<file path="config.mk">
export PLATFORM = sky130hd
export DESIGN_NAME = smram_ctl_top
export DESIGN_NICKNAME = d
export VERILOG_FILES = /design/src/rtl/smram_pkg.sv /design/src/rtl/smram_addr_dec.sv /design/src/rtl/smram_ctl_reg.sv /design/src/rtl/smram_ext_reg.sv /design/src/rtl/smram_route.sv /design/src/rtl/smram_ctl_top.sv
export SDC_FILE = /design/constraint.sdc
export NUM_CORES = 1
export LEC_CHECK = 0
export BUFFER_PORTS_ARGS = -buffer_cell sky130_fd_sc_hd__buf_2
export CAP_MARGIN = 10
export CELL_PAD_IN_SITES_DETAIL_PLACEMENT = 0
export CELL_PAD_IN_SITES_GLOBAL_PLACEMENT = 2
export CORE_MARGIN = 2
export CORE_UTILIZATION = 19
export CTS_BUF_LIST = sky130_fd_sc_hd__clkbuf_8
export DETAILED_ROUTE_END_ITERATION = 7
export GPL_TIMING_DRIVEN = 0
export PLACE_DENSITY = 0.74
export SLEW_MARGIN = 20
export SYNTH_ARGS = -nofsm -noshare
export SYNTH_HDL_FRONTEND = slang
export SYNTH_SLANG_ARGS = --single-unit
</file>
<file path="constraint.sdc">
create_clock -name clk -period 0.85 [get_ports clk]
set_input_delay 0.0425 -clock clk [delete_from_list [all_inputs] [get_ports clk]]
set_output_delay 0.0425 -clock clk [all_outputs]
set_load 0.005 [all_outputs]
</file>
<file path="src/rtl/smram_pkg.sv">
package smram_pkg;

    localparam int CFG_DW = 8;

    typedef enum logic [1:0] {
        TSEG_1M  = 2'd0,
        TSEG_2M  = 2'd1,
        TSEG_8M  = 2'd2,
        TSEG_EXT = 2'd3
    } tseg_code_e;

    typedef struct packed {
        logic open;
        logic cls;
        logic lck;
        logic gen;
    } smram_ctl_t;

    typedef struct packed {
        logic       ten;
        tseg_code_e sz;
    } smram_ext_t;

    localparam smram_ctl_t CTL_RESET = '{open: 1'b0, cls: 1'b0, lck: 1'b0, gen: 1'b0};
    localparam smram_ext_t EXT_RESET = '{ten: 1'b0, sz: TSEG_1M};

    function automatic logic low_window(input smram_ctl_t c, input logic smm);
        return c.gen & (c.open | (smm & ~c.cls));
    endfunction

    function automatic logic tseg_window(input smram_ctl_t c, input smram_ext_t e,
                                         input logic smm);
        return c.gen & e.ten & smm;
    endfunction

endpackage

</file>
<file path="src/rtl/smram_addr_dec.sv">
module smram_addr_dec #(
    parameter int                ADDR_W    = 8,
    parameter logic [ADDR_W-1:0] MAIN_ADDR = 8'h9D,
    parameter logic [ADDR_W-1:0] EXT_ADDR  = 8'h9E
) (
    input  logic [ADDR_W-1:0] addr,
    output logic              sel_main,
    output logic              sel_ext
);
    always_comb begin
        sel_main = (addr == MAIN_ADDR);
        sel_ext  = (addr == EXT_ADDR);
    end

    // at most one byte is ever selected
    always_comb begin
        a_r7_one_select: assert ($onehot0({sel_main, sel_ext}))
            else $error("address decode selects two bytes");
    end
endmodule

</file>
<file path="src/rtl/smram_ctl_reg.sv">
module smram_ctl_reg
    import smram_pkg::*;
#(
    parameter int OPEN_BIT = 6,
    parameter int CLS_BIT  = 5,
    parameter int LCK_BIT  = 4,
    parameter int GEN_BIT  = 3
) (
    input  logic              clk,
    input  logic              rst,
    input  logic              wr_en,
    input  logic [CFG_DW-1:0] wdata,
    output smram_ctl_t        ctl_q
);
    smram_ctl_t ctl_d;

    always_comb begin
        ctl_d = ctl_q;
        if (wr_en) begin
            ctl_d.cls = wdata[CLS_BIT];
            if (!ctl_q.lck) begin
                ctl_d.lck  = wdata[LCK_BIT];
                ctl_d.gen  = wdata[GEN_BIT];
                ctl_d.open = wdata[LCK_BIT] ? 1'b0 : wdata[OPEN_BIT];
            end
        end
    end

    always_ff @(posedge clk) begin
        if (rst) ctl_q <= CTL_RESET;
        else     ctl_q <= ctl_d;
    end

    // lock never drops without reset
    a_r4_lock_sticky: assert property (@(posedge clk) disable iff (rst)
        ctl_q.lck |=> ctl_q.lck);
    // a write carrying the lock bit leaves open clear
    a_r3_lock_clears_open: assert property (@(posedge clk) disable iff (rst)
        (wr_en && wdata[LCK_BIT]) |=> (ctl_q.lck && !ctl_q.open));
    // open cannot rise while locked
    a_r4_open_held_low: assert property (@(posedge clk) disable iff (rst)
        ctl_q.lck |=> !ctl_q.open);
    // global enable frozen while locked
    a_r5_gen_frozen: assert property (@(posedge clk) disable iff (rst)
        ctl_q.lck |=> $stable(ctl_q.gen));
endmodule

</file>
<file path="src/rtl/smram_ext_reg.sv">
module smram_ext_reg
    import smram_pkg::*;
#(
    parameter int TEN_BIT = 0,
    parameter int SZ_LSB  = 1
) (
    input  logic              clk,
    input  logic              rst,
    input  logic              wr_en,
    input  logic              locked,
    input  logic [CFG_DW-1:0] wdata,
    output smram_ext_t        ext_q
);
    always_ff @(posedge clk) begin
        if (rst) begin
            ext_q <= EXT_RESET;
        end else if (wr_en && !locked) begin
            ext_q.ten <= wdata[TEN_BIT];
            ext_q.sz  <= tseg_code_e'(wdata[SZ_LSB +: 2]);
        end
    end

    // extended byte frozen while locked
    a_r5_ext_frozen: assert property (@(posedge clk) disable iff (rst)
        locked |=> $stable(ext_q));
endmodule

</file>
<file path="src/rtl/smram_route.sv">
module smram_route
    import smram_pkg::*;
(
    input  logic       clk,
    input  logic       rst,
    input  smram_ctl_t ctl,
    input  smram_ext_t ext,
    input  logic       smm,
    output logic       low_en,
    output logic       tseg_en,
    output logic [1:0] tseg_sz
);
    always_comb begin
        low_en  = low_window(ctl, smm);
        tseg_en = tseg_window(ctl, ext, smm);
        tseg_sz = ext.sz;
    end

    // the TSEG window only ever opens inside SMM
    a_r10_tseg_needs_smm: assert property (@(posedge clk) disable iff (rst)
        tseg_en |-> smm);
    // outside SMM the low window needs the open bit
    a_r9_low_outside_smm: assert property (@(posedge clk) disable iff (rst)
        (low_en && !smm) |-> ctl.open);
endmodule

</file>
<file path="src/rtl/smram_ctl_top.sv">
module smram_ctl_top
    import smram_pkg::*;
#(
    parameter int                ADDR_W    = 8,
    parameter logic [ADDR_W-1:0] MAIN_ADDR = 8'h9D,
    parameter logic [ADDR_W-1:0] EXT_ADDR  = 8'h9E,
    parameter int                OPEN_BIT  = 6,
    parameter int                CLS_BIT   = 5,
    parameter int                LCK_BIT   = 4,
    parameter int                GEN_BIT   = 3,
    parameter int                TEN_BIT   = 0,
    parameter int                SZ_LSB    = 1
) (
    input  logic              clk,
    input  logic              rst,
    input  logic [ADDR_W-1:0] cfg_addr,
    input  logic              cfg_we,
    input  logic [CFG_DW-1:0] cfg_wdata,
    output logic [CFG_DW-1:0] cfg_rdata,
    input  logic              smm_act,
    output logic              low_win_en,
    output logic              tseg_win_en,
    output logic [1:0]        tseg_size,
    output logic              smram_locked
);
    logic       sel_main, sel_ext;
    smram_ctl_t ctl_q;
    smram_ext_t ext_q;

    smram_addr_dec #(.ADDR_W(ADDR_W), .MAIN_ADDR(MAIN_ADDR), .EXT_ADDR(EXT_ADDR)) u_dec (
        .addr(cfg_addr), .sel_main(sel_main), .sel_ext(sel_ext)
    );

    smram_ctl_reg #(.OPEN_BIT(OPEN_BIT), .CLS_BIT(CLS_BIT), .LCK_BIT(LCK_BIT),
                    .GEN_BIT(GEN_BIT)) u_ctl (
        .clk(clk), .rst(rst), .wr_en(cfg_we && sel_main), .wdata(cfg_wdata), .ctl_q(ctl_q)
    );

    smram_ext_reg #(.TEN_BIT(TEN_BIT), .SZ_LSB(SZ_LSB)) u_ext (
        .clk(clk), .rst(rst), .wr_en(cfg_we && sel_ext), .locked(ctl_q.lck),
        .wdata(cfg_wdata), .ext_q(ext_q)
    );

    smram_route u_route (
        .clk(clk), .rst(rst), .ctl(ctl_q), .ext(ext_q), .smm(smm_act),
        .low_en(low_win_en), .tseg_en(tseg_win_en), .tseg_sz(tseg_size)
    );

    always_comb begin
        cfg_rdata = '0;
        if (sel_main) begin
            cfg_rdata[OPEN_BIT] = ctl_q.open;
            cfg_rdata[CLS_BIT]  = ctl_q.cls;
            cfg_rdata[LCK_BIT]  = ctl_q.lck;
            cfg_rdata[GEN_BIT]  = ctl_q.gen;
        end else if (sel_ext) begin
            cfg_rdata[TEN_BIT]       = ext_q.ten;
            cfg_rdata[SZ_LSB +: 2]   = ext_q.sz;
        end
        smram_locked = ctl_q.lck;
    end

    // unmapped addresses read zero
    a_r7_unmapped_zero: assert property (@(posedge clk) disable iff (rst)
        (!sel_main && !sel_ext) |-> (cfg_rdata == '0));
endmodule

</file>
# [Word level (Yosys, flattened, before mapping)]
# Index checks and enable logic that the tools add are counted.
# W data, S select, Z words.
[totals] register_bits=7 inputBits=20 wordCells=25
[op_classes] eq_ne=2 n_mux=5 bitwise=7 n_reduce_logical=5
[op_table] op="$eq A8 B8 Y1 const B" count=2
[op_table] op="$mux W3" count=2
[op_table] op="$and A1 B1 Y1" count=4
[op_table] op="$mux W4" count=1
[op_table] op="$logic_and A1 B1 Y1" count=3
[op_table] op="$mux W2" count=1
[op_table] op="$not A1 Y1" count=2
[op_table] op="$reduce_and A2 Y1" count=1
[op_table] op="$logic_not A1 Y1" count=1
[op_table] op="$mux W1" count=1
[op_table] op="$or A1 B1 Y1" count=1

# [Logic depth before layout (Yosys ltp)]
# Gate-level depths: netlist (run 1).
[depth] word_depth=4 ltp_mapped=4 ltp_nobuf=3

# [Hierarchy]
# A second synthesis (run 1) with hierarchy kept.
[hier_totals] hier_cells=48 hier_area_um2=462.9
[modules_own_cells] module="smram_ext_reg" n_inst=1 cells_per_inst=13 area_per_inst_um2=152.6 seq_area_each_um2=60.1
[modules_own_cells] module="smram_ctl_reg" n_inst=1 cells_per_inst=14 area_per_inst_um2=145.1 seq_area_each_um2=80.1
[modules_own_cells] module="smram_ctl_top" n_inst=1 cells_per_inst=11 area_per_inst_um2=81.3 seq_area_each_um2=0.0
[modules_own_cells] module="smram_route" n_inst=1 cells_per_inst=5 area_per_inst_um2=43.8 seq_area_each_um2=0.0
[modules_own_cells] module="smram_addr_dec" n_inst=1 cells_per_inst=5 area_per_inst_um2=40.0 seq_area_each_um2=0.0

# [Worst setup path before layout (run 1)]
# No wires, ideal clock.
[synth_path] path_type="register -> register" from="reg, netlist name u_ctl.ctl_q[1]" to="reg, netlist name u_ext.ext_q[0]" setup_time_ns=0.072 t_arrival_ns=0.894 required_time_ns=0.778 path_slack_ns=-0.116 path_stages_with_launch=4 period_less_slack_ns=0.966 cell_sequence="dfxtp_1 > nand2b_1 > nor3_4 > mux2i_1"
[synth_via] elab_chain_cells=2
[synth_lines] item="$logic_not A1 Y1" line="smram_ext_reg.sv:17" rtl="end else if (wr_en && !locked) begin"
[synth_lines] item="$logic_and A1 B1 Y1" line="smram_ext_reg.sv:17"
# Every way passes these cells.
# A chain may end at the register's enable or synchronous reset.

# [Worst setup path in the final report (run 1)]
[layout_path] from="reg, netlist name u_ctl.ctl_q[1]" to="reg, netlist name u_ext.ext_q[1]"
[layout_via] elab_chain_cells=2
[layout_lines] item="$logic_not A1 Y1" line="smram_ext_reg.sv:17"
[layout_lines] item="$logic_and A1 B1 Y1" line="smram_ext_reg.sv:17"
# Every way passes these cells.

==> impl_metrics.toml, run 1 <==
[sta]
rsz0062_at_grt = "true"
fin_tns_setup_ns = -0.473
finalHoldViolations = 0
whs_ns = 0.0366
max_freq_mhz = 1050
slew_violations = 0
period_minus_slack_ns = 0.953
setup_violations = 8
finalCritPeriodShare = 1.12
fin_worst_skew_ns = 0.00438
layout_setup_ws_ns = -0.103

[cells_and_area]
layout_commonest_cell = "buf_2"
regArea_um2 = 146
n_antenna_cell = 0
final_nets = 111
syn_to_final_growth_pct = 60.6
final_util = 0.315
drive_gt1_frac = 0.578
multi_input_area_um2 = 323
final_cell_mix = "29 x buf_2, 6 x nand2_1, 5 x and3_1, 5 x buf_4, 5 x dfxtp_2"
fill_cells = 265

[worst_setup_path]
cp-start-kind = "flip-flop"
regToRegStartpoint = "u_ctl.ctl_q[1]"
path_delay_family = "simple AND/OR/NAND/NOR gates"
end_kind = "flip-flop"
cpMaxStageDelayCell = "dfxtp_2"
reg2regPathDepth = 3
cp_data_arrival_time_ns = 1.10
path_max_fanout = 4
cp_slowest_stage_delay_ns = 0.32
r2r_slack_ns = -0.10
critical_path_class = "reg2reg"
critPathRequiredTime_ns = 1.00
reg2reg_to = "u_ext.ext_q[1]"
path_buf_inv = 0
cp.depth = 3
crit_chain = "nand2b_4 -> nor3_4 -> mux2i_1"

[outcome]
status = "complete, but fails checks"
violations = "setup timing"

[die]
die_h_um = 54.1
core-area_mm2 = 0.00243
dieArea_mm2 = 0.00293
fp.dieW_um = 54.1
rows = 18
start_util = 0.196
num_io_pins = 33

[logic_synthesis]
ys.warnings.count = 0
synth_seq_area_share = 0.294
syn_inst = 54
synthesis.nets = 74
synth.distinct_cells = 23
yosysTopAreaCell = "dfxtp_1"
yosysTopAreaCellShare = 0.294
netlist_area_um2 = 477
synth_seq_cells = 7
yosys-top-cells-area = "dfxtp_1 29%, and3_1 6.6%, mux2i_1 6.3%"
syn_area_per_cell_um2 = 8.83

[routing]
drc = 0
dr.pass1.iters = 2
wl_per_cell_um = 10.5
via_count = 510
drt-total-wl_um = 1270
drt_iter0_drc = 2
ant_nets = 0
via_per_inst = 4.25

[clock_network]
hold_buffers = 0
cts_max_level = 1
cts.clk_slew.worst_paths_ns = 0.04
clock_latency_ns = 0.23
cts_sinks = 7
root_buffer = "clkbuf_8"
numCtsBuffers = 3
clock_path_buffers = 2
cts_tree = "built"

[placement]
finalWeightedCongestion = 0.677
place_ws_ns = -0.159
hpwl_um = 1030
port_buffers = 30

[flow_run]
max_cap_violations = 0

[grt]
grt_pass1_vias = 473
grt_max_degree = 9
track_usage = 0.0901
grt_antenna_before_repair = 0
overflow = 0
grt_pass1_wl_um = 1850

[hold_path]
min_from = "rst"
hold_path.class = "in2reg"
hold_path_end = "u_ctl.ctl_q[3]"
hold-path-cell-count = 2

[power_and_ir_drop]
fin_total_pwr_mw = 0.913
powerDensity_mw_per_mm2 = 1190
vdd_ir_drop_max_mv = 0.489
p_leak_nw = 0.384
==> through the flow <==
step,cell area (um2),cells
after floorplan,485,54
after global placement,673,114
after detailed placement,673,114
after CTS,751,120
after global routing,766,120
final,766,120
==> final cells by class <==
cell class,count,area share
Buffer,4,0.0441
Clock buffer,3,0.0539
Clock inverter,1,0.00654
Inverter,2,0.00980
Multi-Input combinational cell,41,0.422
Sequential cell,7,0.191
Tap cell,30,0.0490
Timing Repair Buffer,32,0.224
==> flip-flops by register name, summed over array words and instances (netlist names) <==
name and count:
u_ctl.ctl_q 4, u_ext.ext_q 3
==> synthesized netlist by cell type <==
| master | count |
|---|---|
| dfxtp_1 | 7 |
| a21oi_1 | 3 |
| inv_1 | 2 |
| buf_4 | 3 |
| and3_1 | 5 |
| nand4_1 | 3 |
| nor2b_1 | 3 |
| nand4bb_4 | 1 |
| mux2i_1 | 3 |
| o21a_1 | 1 |
| o31ai_1 | 3 |
| nand4b_2 | 1 |
| and4b_1 | 1 |
| nand2_1 | 6 |
| nand2b_1 | 1 |
| and2_1 | 3 |
| buf_2 | 1 |
| and4bb_2 | 1 |
| conb_1 | 1 |
| nor2_1 | 2 |
| nor3_4 | 1 |
| nand4b_1 | 1 |
| a41oi_1 | 1 |
==> metal layers <==
layer / GRT usage / wire [um] / vias up
met1: 0.114 / 607 / 217
met2: 0.130 / 524 / 22
li1: - / - / 267
met3: 0.00833 / 98 / 4
met5: 0 / 0 / -
met4: 0.0875 / 34 / 0
==> kinds of logic (layout without fill, tap and decap cells) <==
logic type | count (synthesis) | count (layout) | synth area share
other | 1 | 1 | 0.00787
AO/OA/AOI/OAI | 8 | 8 | 0.113
AND/OR/NAND/NOR | 29 | 29 | 0.449
multiplexers | 3 | 3 | 0.0630
buffers and inverters | 6 | 42 | 0.0735
flip-flops | 7 | 7 | 0.294
==> report_power, final <==
part	total, mW	leakage (nW)	switching, mW	internal [mW]
sequential	0.330	0.0589	0.000270	0.330
clock	0.464	0.0255	0.147	0.317
combinational	0.118	0.299	0.0559	0.0624
==> worst max path at each step <==
stage                        start              to  slack, ns
global placement    u_ctl.ctl_q[1]  u_ext.ext_q[2]      -0.15
finish              u_ctl.ctl_q[1]  u_ext.ext_q[1]      -0.10
CTS                 u_ctl.ctl_q[1]  u_ext.ext_q[0]      -0.12
global route        u_ctl.ctl_q[1]  u_ext.ext_q[0]      -0.18
detailed placement  u_ctl.ctl_q[1]  u_ext.ext_q[0]      -0.16
floorplan           u_ctl.ctl_q[1]  u_ext.ext_q[0]       -0.1
==> what timing repair did <==
item,CTS,global route
resized for setup,7,4
endpoints found under the setup margin,14,16
pin swaps,2,1
setup buffers,2,0
hold endpoints to repair,0,0
gates cloned,0,0
Note: power is estimated with default switching activity, not from simulation.
==> run 2: changes to the inputs <==
--- a/config.mk
+++ b/config.mk
@@ -10,11 +10,12 @@
 export CELL_PAD_IN_SITES_DETAIL_PLACEMENT = 0
 export CELL_PAD_IN_SITES_GLOBAL_PLACEMENT = 2
 export CORE_MARGIN = 2
-export CORE_UTILIZATION = 19
+export CORE_UTILIZATION = 21
 export CTS_BUF_LIST = sky130_fd_sc_hd__clkbuf_8
 export DETAILED_ROUTE_END_ITERATION = 7
 export GPL_TIMING_DRIVEN = 0
-export PLACE_DENSITY = 0.74
+export HOLD_SLACK_MARGIN = 0.02
+export PLACE_DENSITY = 0.77
 export SLEW_MARGIN = 20
 export SYNTH_ARGS = -nofsm -noshare
 export SYNTH_HDL_FRONTEND = slang
==> constraint.sdc (replaced) <==
create_clock -name clk -period 1 [get_ports clk]
set_input_delay 0.05 -clock clk [delete_from_list [all_inputs] [get_ports clk]]
set_output_delay 0.05 -clock clk [all_outputs]
set_load 0.005 [all_outputs]
==> impl_metrics.toml, run 2 (synthesized netlist as in run 1, its figures left out) <==
[power_and_ir_drop]
pwr-share-clk = 0.501
p_int_mw = 0.594
switching_share = 0.213
fin_total_pwr_mw = 0.755
pwr-share-seq = 0.372
vdd_ir_drop_max_mv = 0.326
p_comb_frac = 0.127
p_sw_mw = 0.161
p_leak_nw = 0.379
powerDensity_mw_per_mm2 = 1010

[grt]
overflow = 0
grt_antenna_before_repair = 0
track_usage = 0.0902
grt_pass1_vias = 476
grt_pass1_wl_um = 1840
grt_max_degree = 9

[cells_and_area]
drive_gt1_frac = 0.544
final_cell_mix = "31 x buf_2, 6 x nand2_1, 5 x and3_1, 5 x buf_4, 5 x dfxtp_1"
final_nets = 111
final_cells = 118
top_regs = "u_ctl.ctl_q (4), u_ext.ext_q (3)"
syn_to_final_growth_pct = 56.2
layout_commonest_cell = "buf_2"
final_util = 0.343
regMostFlops = "u_ctl.ctl_q"
largest_register_ff_count = 4
n_antenna_cell = 0

[worst_setup_path]
reg2reg_to = "u_ctl.ctl_q[3]"
cp_slowest_stage_delay_ns = 0.31
critPathRequiredTime_ns = 1.10
end_kind = "flip-flop"
endpoint = "u_ctl.ctl_q[3]"
reg2regPathDepth = 4
regToRegStartpoint = "u_ctl.ctl_q[1]"
critical_path_class = "reg2reg"
cp-start-kind = "flip-flop"
cp_data_arrival_time_ns = 1.07
startpoint = "u_ctl.ctl_q[1]"
cpMaxStageDelayCell = "dfxtp_2"
crit_chain = "nand2b_4 -> buf_4 -> o31ai_2 -> a21oi_1"
r2r_slack_ns = 0.03
path_max_fanout = 2

[die]
dieArea_mm2 = 0.00267
core-area_mm2 = 0.00217
die_h_um = 51.6
fp.dieW_um = 51.6
start_util = 0.220
num_io_pins = 33
rows = 17

[routing]
via_per_inst = 4.46
drt-total-wl_um = 1200
routed-wl-met3_um = 66
highest_layer = "met4"
via_count = 526
wl_met1_um = 492
ant_nets = 0
dr.pass1.iters = 4
wl_per_cell_um = 10.2
drt_iter0_drc = 6
routed-wl-met2_um = 628
drc = 0

[hold_path]
hold_path.class = "in2reg"

[clock_network]
clock_path_buffers = 2
hold_buffers = 0
root_buffer = "clkbuf_8"
cts_sinks = 7
numCtsBuffers = 3
clock_latency_ns = 0.22
cts.clk_slew.worst_paths_ns = 0.04
cts_max_level = 1
cts_tree = "built"

[sta]
layout_setup_ws_ns = 0.0271
finalHoldViolations = 0
slew_violations = 0
period_minus_slack_ns = 0.973
rsz0062_at_grt = "true"
finalCritPeriodShare = 0.973
max_freq_mhz = 1030
setup_violations = 0
fin_worst_skew_ns = 0.00185
whs_ns = 0.0519

[placement]
place_ws_ns = -0.0784
dp.cells = 112
port_buffers = 30
finalWeightedCongestion = 0.654
hpwl_um = 987

[outcome]
status = "complete, no violations"

[flow_run]
max_cap_violations = 0
[run 2: cell types whose count changed in the layout (fill, tap and decap cells not counted), moves of 2 or more]
cell and delta:
buf_6 -2, o31ai_1 -2, dfxtp_2 -3, buf_2 +2, dfxtp_1 +3, o31ai_2 +2
[run 2: worst min-delay path by stage]
| stage | from | endpoint | slack [ns] | cells after the start |
|---|---|---|---|---|
| floorplan | rst | u_ctl.ctl_q[0] | 0.12 | 1 |
| global placement | rst | u_ctl.ctl_q[2] | 0.29 | 2 |
| detailed placement | rst | u_ctl.ctl_q[0] | 0.29 | 2 |
| CTS | rst | u_ctl.ctl_q[1] | 0.06 | 2 |
| global route | rst | u_ctl.ctl_q[2] | 0.07 | 2 |
| finish | rst | u_ctl.ctl_q[2] | 0.05 | 2 |
[run 2: power by group through the flow]
stage	clock network (mW)	logic [mW]	registers, mW
after global placement	0	0.0873	0.286
after global routing	0.400	0.106	0.281
after CTS	0.383	0.0946	0.281
after detailed placement	0	0.0891	0.286
after floorplan	0	0.0360	0.286
final	0.379	0.0957	0.281
[run 2: stage by stage]
stage          instance area, um2  TNS (ns)
3_3_place_gp                  662    -0.112
5_1_grt                       744  -0.00615
4_1_cts                       731   -0.0197
2_1_floorplan                 477         0
3_5_place_dp                  662    -0.211
6_report                      744         0
[run 2: worst max-delay path: cells and delay by family (launching register included)]
| kind | cells | cell delay, ns |
|---|---|---|
| flops | 1 | 0.31 |
| compound gates | 2 | 0.25 |
| simple gates | 1 | 0.14 |
| buf+inv | 1 | 0.14 |
[run 2: metal layers]
metal	global-route usage	up-vias
met5	0	-
met4	0.0395	0
met3	0.00862	2
met2	0.162	21
met1	0.108	238
li1	-	265
[run 2: cell type report]
| class | count | area [um2] |
|---|---|---|
| inverters | 2 | 7.51 |
| clock buffers | 3 | 41.3 |
| flip-flops and latches | 7 | 143 |
| plain buffers | 4 | 27.5 |
| fillers | 248 | 1430 |
| multi-input cells | 41 | 322 |
| clock inverters | 1 | 3.75 |
| repair buffers | 32 | 165 |
| well taps | 28 | 35.0 |
[run 2: timing repair]
item,in CTS,in global routing
endpoints found under the setup margin,3,9
pin swaps,1,1
endpoints found under the hold margin,0,0
resized for setup,3,4
setup buffers,2,0
==> run 3: changes to the inputs <==
==> constraint.sdc (replaced) <==
create_clock -name clk -period 1.1 [get_ports clk]
set_input_delay 0.055 -clock clk [delete_from_list [all_inputs] [get_ports clk]]
set_output_delay 0.055 -clock clk [all_outputs]
set_load 0.005 [all_outputs]
==> impl_metrics.toml, run 3 (synthesized netlist as in run 1, its figures left out) <==
[cells_and_area]
final_cell_mix = "31 x buf_2, 6 x nand2_1, 6 x dfxtp_1"
top_regs = "u_ctl.ctl_q (4), u_ext.ext_q (3)"
n_antenna_cell = 0
regMostFlops = "u_ctl.ctl_q"
final_cells = 116
layout_commonest_cell = "buf_2"
largest_register_ff_count = 4
fin_area_um2 = 716
final_nets = 109
syn_to_final_growth_pct = 50.1
drive_gt1_frac = 0.489

[sta]
max_freq_mhz = 964
layout_setup_ws_ns = 0.0625
fin_tns_setup_ns = 0
setup_violations = 0
finalHoldViolations = 0
slew_violations = 0
fin_worst_skew_ns = 0.000766
finalCritPeriodShare = 0.943
rsz0062_at_grt = "false"
period_minus_slack_ns = 1.04

[die]
dieArea_mm2 = 0.00267
rows = 17
core-area_mm2 = 0.00217
fp.dieW_um = 51.6
num_io_pins = 33
die_h_um = 51.6
start_util = 0.220

[worst_setup_path]
reg2reg_to = "u_ext.ext_q[0]"
r2r_slack_ns = 0.06
critical_path_class = "reg2reg"
path_max_fanout = 5
reg2regPathDepth = 3
critPathRequiredTime_ns = 1.25
cp_data_arrival_time_ns = 1.18
regToRegStartpoint = "u_ctl.ctl_q[1]"
cp-start-kind = "flip-flop"
end_kind = "flip-flop"

[routing]
dr.pass1.iters = 4
drc = 0
ant_nets = 0
drt_iter0_drc = 9
wl_per_cell_um = 9.59
via_per_inst = 4.36
via_count = 506
drt-total-wl_um = 1110

[placement]
port_buffers = 30
hpwl_um = 987
finalWeightedCongestion = 0.654
placed_area_um2 = 662
place_ws_ns = 0.0216
dp.cells = 112

[clock_network]
root_buffer = "clkbuf_8"
cts_tree = "built"
cts_sinks = 7
post_cts_resized = 0
clock_latency_ns = 0.22
clock_path_buffers = 2
numCtsBuffers = 3
hold_buffers = 0
cts.clk_slew.worst_paths_ns = 0.04
cts_setup_buffers = 0
cts_max_level = 1

[hold_path]
hold_path.class = "in2reg"
hold-path-cell-count = 2
min_from = "rst"
hold_path_end = "u_ctl.ctl_q[1]"

[flow_run]
max_cap_violations = 0

[grt]
grt_pass1_wl_um = 1770
overflow = 0
track_usage = 0.0872
grt_antenna_before_repair = 0
grt_max_degree = 9
grt_pass1_vias = 447

[power_and_ir_drop]
vdd_ir_drop_max_mv = 0.294
powerDensity_mw_per_mm2 = 951
p_leak_nw = 0.366

[outcome]
status = "complete, no violations"
[run 3: cell type report]
| class | count | area, um2 |
|---|---|---|
| Buffer | 4 | 27.5 |
| Clock buffer | 3 | 41.3 |
| Clock inverter | 1 | 3.75 |
| Fill cell | 247 | 1450 |
| Inverter | 2 | 7.51 |
| Multi-Input combinational cell | 41 | 309 |
| Sequential cell | 7 | 141 |
| Tap cell | 28 | 35.0 |
| Timing Repair Buffer | 30 | 150 |
[run 3: power by group]
group	internal (mW)	switching, mW
Clock	0.241	0.103
Sequential	0.255	0.000218
Combinational	0.0423	0.0394
Total	0.538	0.143
[run 3: how the worst max path moves through the flow]
stage | cells past startpoint | slack [ns] | startpoint | endpoint
after global routing | 3 | 0.008 | u_ctl.ctl_q[1] | u_ext.ext_q[0]
after detailed placement | 3 | 0.02 | u_ctl.ctl_q[1] | u_ext.ext_q[0]
after floorplan | 3 | 0.13 | u_ctl.ctl_q[1] | u_ext.ext_q[0]
after CTS | 3 | 0.01 | u_ctl.ctl_q[1] | u_ext.ext_q[0]
after global placement | 3 | 0.06 | u_ctl.ctl_q[1] | u_ext.ext_q[1]
final | 3 | 0.06 | u_ctl.ctl_q[1] | u_ext.ext_q[0]
[run 3: metrics by stage]
| step | power, mW | utilization | hold slack (ns) |
|---|---|---|---|
| global placement | 0.339 | 0.305 | 0.299 |
| finish | 0.681 | 0.330 | 0.0641 |
| floorplan | 0.292 | - | 0.124 |
| CTS | 0.684 | 0.326 | 0.0677 |
| detailed placement | 0.341 | 0.305 | 0.297 |
| global route | 0.710 | 0.330 | 0.0778 |
[run 3: layer usage]
metal	global-route usage	wire, um
met1	0.110	489
met2	0.150	547
met3	0.00862	60
met4	0.0395	16
met5	0	0
[run 3: critical path, stage by stage (launching register included)]
cell and delay, ns:
dfxtp_2 0.33, nand2b_4 0.16, nor3_4 0.26, mux2i_1 0.22
